===== src/rtl/hz_pkg.sv =====
package hz_pkg;
   localparam int NUM_DEC_SRC = 2;

   typedef enum logic {
      ROLE_ALU        = 1'b0,
      ROLE_STORE_DATA = 1'b1
   } src_role_e;
endpackage


===== src/rtl/hz_src_cmp.sv =====
module hz_src_cmp #(
   parameter int REG_AW            = 5,
   parameter bit STORE_DATA_BYPASS = 1'b1
) (
   input  logic [REG_AW-1:0] src_idx,
   input  logic              src_use,
   input  hz_pkg::src_role_e src_role,
   input  logic              load_live,
   input  logic [REG_AW-1:0] load_dst,
   output logic              hit
);
   logic needs_in_ex;

   generate
      if (STORE_DATA_BYPASS) begin : g_bypass
         assign needs_in_ex = (src_role == hz_pkg::ROLE_ALU);
      end else begin : g_no_bypass
         logic unused_role;
         assign unused_role = (src_role == hz_pkg::ROLE_ALU);
         assign needs_in_ex = 1'b1;
      end
   endgenerate

   assign hit = load_live && src_use && needs_in_ex && (src_idx == load_dst);
endmodule


===== src/rtl/hz_stall_seq.sv =====
module hz_stall_seq (
   input  logic clk,
   input  logic rst_n,
   input  logic hazard,
   output logic stall
);
   logic stalled_q;

   assign stall = rst_n && hazard && !stalled_q;

   always_ff @(posedge clk) begin
      if (!rst_n) stalled_q <= 1'b0;
      else        stalled_q <= stall;
   end
endmodule


===== src/rtl/hz_load_use_stall.sv =====
module hz_load_use_stall #(
   parameter int REG_AW            = 5,
   parameter bit ZERO_REG_CONST    = 1'b1,
   parameter bit STORE_DATA_BYPASS = 1'b1
) (
   input  logic              clk,
   input  logic              rst_n,
   input  logic [REG_AW-1:0] dec_src_a,
   input  logic [REG_AW-1:0] dec_src_b,
   input  logic              dec_use_a,
   input  logic              dec_use_b,
   input  logic              dec_b_store_only,
   input  logic              ex_is_load,
   input  logic [REG_AW-1:0] ex_dst,
   output logic              pc_hold,
   output logic              ifid_hold,
   output logic              idex_bubble
);
   localparam int NSRC = hz_pkg::NUM_DEC_SRC;

   generate
      if (REG_AW < 2 || REG_AW > 8) begin : g_bad_aw
         $error("hz_load_use_stall: REG_AW out of range");
      end
      if (NSRC != 2) begin : g_bad_nsrc
         $error("hz_load_use_stall: two decode sources expected");
      end
   endgenerate

   logic [NSRC-1:0][REG_AW-1:0] src_idx;
   logic [NSRC-1:0]             src_use;
   hz_pkg::src_role_e           src_role [NSRC];
   logic [NSRC-1:0]             src_hit;
   logic                        load_live;
   logic                        stall;

   always_comb begin
      src_idx[0]  = dec_src_a;
      src_idx[1]  = dec_src_b;
      src_use[0]  = dec_use_a;
      src_use[1]  = dec_use_b;
      src_role[0] = hz_pkg::ROLE_ALU;
      src_role[1] = dec_b_store_only ? hz_pkg::ROLE_STORE_DATA : hz_pkg::ROLE_ALU;
   end

   generate
      if (ZERO_REG_CONST) begin : g_zero_const
         assign load_live = ex_is_load && (ex_dst != '0);
      end else begin : g_zero_plain
         assign load_live = ex_is_load;
      end

      for (genvar i = 0; i < NSRC; i++) begin : g_src
         hz_src_cmp #(
            .REG_AW           (REG_AW),
            .STORE_DATA_BYPASS(STORE_DATA_BYPASS)
         ) u_cmp (
            .src_idx  (src_idx[i]),
            .src_use  (src_use[i]),
            .src_role (src_role[i]),
            .load_live(load_live),
            .load_dst (ex_dst),
            .hit      (src_hit[i])
         );
      end
   endgenerate

   hz_stall_seq u_seq (
      .clk   (clk),
      .rst_n (rst_n),
      .hazard(|src_hit),
      .stall (stall)
   );

   assign pc_hold     = stall;
   assign ifid_hold   = stall;
   assign idex_bubble = stall;
endmodule


===== config.mk =====
export PLATFORM = sky130hd
export DESIGN_NAME = hz_load_use_stall
export DESIGN_NICKNAME = d
export VERILOG_FILES = /design/src/rtl/hz_pkg.sv /design/src/rtl/hz_src_cmp.sv /design/src/rtl/hz_stall_seq.sv /design/src/rtl/hz_load_use_stall.sv
export SDC_FILE = /design/constraint.sdc
export NUM_CORES = 1
export LEC_CHECK = 0
export BUFFER_PORTS_ARGS = -buffer_cell sky130_fd_sc_hd__buf_2
export CAP_MARGIN = 20
export CORE_AREA = 8 8 45 47
export DETAILED_ROUTE_END_ITERATION = 10
export DIE_AREA = 0 0 53 55
export GPL_TIMING_DRIVEN = 0
export PLACE_DENSITY_LB_ADDON = 0.25
export REMOVE_ABC_BUFFERS = 1
export SLEW_MARGIN = 5
export SYNTH_ARGS = -nofsm -noshare
export SYNTH_HDL_FRONTEND = slang
export SYNTH_HIERARCHICAL = 1
export SYNTH_SLANG_ARGS = --single-unit

===== constraint.sdc =====
create_clock -name clk -period 4.3 [get_ports clk]
set_input_delay 0.86 -clock clk [delete_from_list [all_inputs] [get_ports clk]]
set_output_delay 0.86 -clock clk [all_outputs]
set_load 0.01 [all_outputs]

# Word level (Yosys, flattened, before mapping)
# Index checks and enable logic that the tools add are counted.
# op_classes
n_eq_ne	2
n_mux	1
bitwise_logic	1
n_reduce_logical	11
# ops
operator	n
equality test 5 bit	2
logical AND 1 bit	8
nonzero test 5 bit	1
OR reduction 2 bit	1
logical NOT 1 bit	1
2-to-1 mux 1 bit	1
inverter 1 bit	1
# totals
ff_bits	1
inputBits	21
out_inout_bits	3
elab_cells	16

# Depth between registers and ports, before layout
# logic_depth
depth_word	8
mapped_depth	7
mapped_depth_nobuf	6

# Modules after synthesis
# The synthesis kept the hierarchy.
# by_module_without_submodules
mod	instances	cells_per_inst	area_per_inst_um2	seq_area_each_um2
hz_src_cmp	2	8	66.3	0.0
hz_load_use_stall	1	6	40.0	0.0
hz_stall_seq	1	3	37.5	20.0

# Worst setup path before layout
# OpenSTA, ideal clock, no wires.
# synth_path
path_type	input-to-output
start	input ex_dst[0]
end	output ifid_hold
arrival_ns	2.320
t_required_ns	3.440
path_slack_ns	1.120
stages	7
path_cell_list	or4_1 o21a_1 nand2_1 nor4_2 or2_2 and3b_1 buf_4
# synth_between
elab_chain_len	8
elab_cells_between_ends	12
classes_between	eq/ne (2); reduce/logical (10)
# synth_lines
item	line	source
start: declaration	hz_load_use_stall.sv:14	input logic [REG_AW-1:0] ex_dst,
nonzero test 5 bit	hz_load_use_stall.sv:48	assign load_live = ex_is_load && (ex_dst != '0);
logical AND 1 bit	hz_load_use_stall.sv:48	
net load_live	hz_load_use_stall.sv:34	logic load_live;
logical AND 1 bit (3 in series)	hz_src_cmp.sv:24	assign hit = load_live && src_use && needs_in_ex && (src_idx == load_dst);
net src_hit[1]	hz_load_use_stall.sv:33	logic [NSRC-1:0] src_hit;
OR reduction 2 bit	hz_load_use_stall.sv:71	.hazard(|src_hit),
logical AND 1 bit (2 in series)	hz_stall_seq.sv:9	assign stall = rst_n && hazard && !stalled_q;
end: declaration	hz_load_use_stall.sv:16	output logic ifid_hold,
# The timed path passes the listed nets, and every way through them passes these cells.

# Worst setup path after layout
# Same ends and word-level chain as after synthesis.

==> impl_metrics.json <==
{
  "ys.warnings.count": 6,
  "detail_route.wl_per_cell_um": 11.24,
  "syn_area_um2": 210.2,
  "gp_congestion": 0.6504,
  "maxCapViolCount": 0,
  "worstPathRequired_ps": 3440,
  "post-route-worst-setup-slack_ps": 989.4,
  "run_status": "finished clean",
  "cp_slowest_cell": "or4_1",
  "antenna_found_initial": 0,
  "syn2layout_area_growth_pct": 57.14,
  "crit_chain": "buf_2 > or4_1 > o21a_1 > nand2_1 > nor4_2 > or2_2 > and3b_1 > buf_2",
  "n_antenna_cell": 0,
  "fin_nets": 69,
  "ant_nets": 0,
  "p_seq_frac": 0.289,
  "power_leakage_nw": 0.1599,
  "dr.pass1.iters": 4,
  "crit_path_frequent_cell": "buf_2",
  "pwr-share-clk": 0,
  "grt_setup_unrepaired": "false",
  "synth_most_common_cell": "xnor2_1",
  "wl_um": 697,
  "vias_per_cell": 3.774,
  "reg_top3": "u_seq/stalled_q: 1 flops",
  "slew_viol_final": 0,
  "ctsResizeCount": 0,
  "ctsHoldBuffers": 0,
  "endpoint_kind": "primary output",
  "ios": 24,
  "combPwrFrac": 0.711,
  "path_buf_inv": 2,
  "fin_setup_tns_ps": 0,
  "clk_pin_slew_ps": 0,
  "initial_core_util": 0.1519,
  "grt_pass1_wl_um": 1069,
  "die_w_um": 53,
  "core_mm2": 0.001384,
  "largest_register": "u_seq/stalled_q",
  "yosysSeqAreaShare": 0.09524,
  "nFillCells": 157,
  "start_kind": "input pin",
  "dp_slack_ps": 978.6,
  "post_cts.repair.setup_buffers": 0,
  "avgSynthCellArea_um2": 8.408,
  "overflow": 0,
  "ys.flop_type": "dfxtp_1",
  "worst_path_largest_cell_delay_ps": 510,
  "synth_edf_count": 0,
  "path_delay_family": "simple AND/OR/NAND/NOR gates",
  "die_area_mm2": 0.002915,
  "synth_area_leaders": "xnor2_1, nor4_2, dfxtp_1",
  "period_share": 0.7699,
  "drcViolationCount": 0,
  "fp-row-count": 14,
  "path_class": "input pin to primary output",
  "synth-async-reset-ratio": 0,
  "ys_ff_latch": 1,
  "swShare": 0.3027,
  "clk_latency_ps": 0,
  "hold_path.class": "flip-flop to flip-flop",
  "drt_iter0_drc": 1,
  "finalSetupViolCount": 0,
  "drive_gt1_frac": 0.5652,
  "period_needed_ps": 3311,
  "largest_reg_flops": 1,
  "first_global_vias": 258,
  "yosys.area.top_type_share": 0.3333,
  "grt_max_degree": 4,
  "crit_start": "ex_dst[0]",
  "rr_startpoint": "u_seq/stalled_q$_SDFF_PN0_",
  "skew_ps": 0,
  "powerDensity_mw_per_mm2": 99.89,
  "port_buffers": 23,
  "crit_fanout": 3,
  "vias": 234,
  "die_y_um": 55,
  "max_freq_ghz": 0.3021,
  "syn_inst": 25,
  "hold_viol_final": 0,
  "ir_drop_uv": 23.73,
  "synthDistinctLibCells": 12,
  "crit_arrival_ps": 2450,
  "grt.total_usage": 0.04469,
  "power.switching_mw": 0.009986,
  "hp-start": "u_seq/stalled_q$_SDFF_PN0_",
  "synth.largest_area_cell": "xnor2_1",
  "internal-power_mw": 0.02301
}
through the flow:
step / hold slack, ps / std cells / utilization / total power, mW / area, um2
finish: 510.7 / 62 / 0.2387 / 0.03299 / 330.3
global route: 523.4 / 62 / 0.2387 / 0.03563 / 330.3
CTS: 512.6 / 62 / 0.2387 / 0.03330 / 330.3
detailed placement: 513.4 / 62 / 0.2387 / 0.03321 / 330.3
global placement: 510.7 / 62 / 0.2387 / 0.03338 / 330.3
floorplan: 493.8 / 23 / - / 0.02027 / 195.2
cell families after synthesis:
| kind of cell | after synthesis | synth area share |
|---|---|---|
| buf+inv | 2 | 0.07141 |
| flops | 1 | 0.09524 |
| other cells | 1 | 0.01784 |
| xor+xnor | 10 | 0.4167 |
| compound gates | 1 | 0.03573 |
| simple gates | 10 | 0.3631 |
worst paths after layout:
path / cells after the start / endpoint / slack, ps
max: 8 / ifid_hold / 990
min: 1 / u_seq/stalled_q$_SDFF_PN0_ / 510
min reg2reg: 1 / u_seq/stalled_q$_SDFF_PN0_ / 510
max reg2reg: 1 / u_seq/stalled_q$_SDFF_PN0_ / 3720
power groups by stage:
stage	clock, mW	combinational (mW)	sequential [mW]
2_1_floorplan	0	0.0107	0.00954
3_3_place_gp	0	0.0238	0.00954
3_5_place_dp	0	0.0237	0.00954
4_1_cts	0	0.0238	0.00955
5_1_grt	0	0.0261	0.00955
6_report	0	0.0234	0.00954
layout make-up:
class | count | area [um2] | share of cell area
multi-input combinational | 22 | 175.2 | 0.5303
timing repair buffer | 23 | 115.1 | 0.3485
sequential | 1 | 20.02 | 0.06061
tap | 16 | 20.02 | 0.06061
placed cells by master, fill, tap and decap left out:
cell	n
nor4_2	2
xnor2_1	8
or4_1	1
nand4_1	2
conb_1	1
and3b_1	2
buf_2	23
o21a_1	1
xor2_1	2
nand2_1	2
or2_2	1
dfxtp_1	1
metal layers:
layer / wire (um) / track usage / up-vias
met5: 0 / 0 / -
met4: 0 / 0 / 0
met3: 204 / 0.03476 / 0
met2: 165 / 0.05078 / 24
met1: 327 / 0.06486 / 84
li1: - / - / 126
No activity file was read; power rests on OpenSTA's default activity.
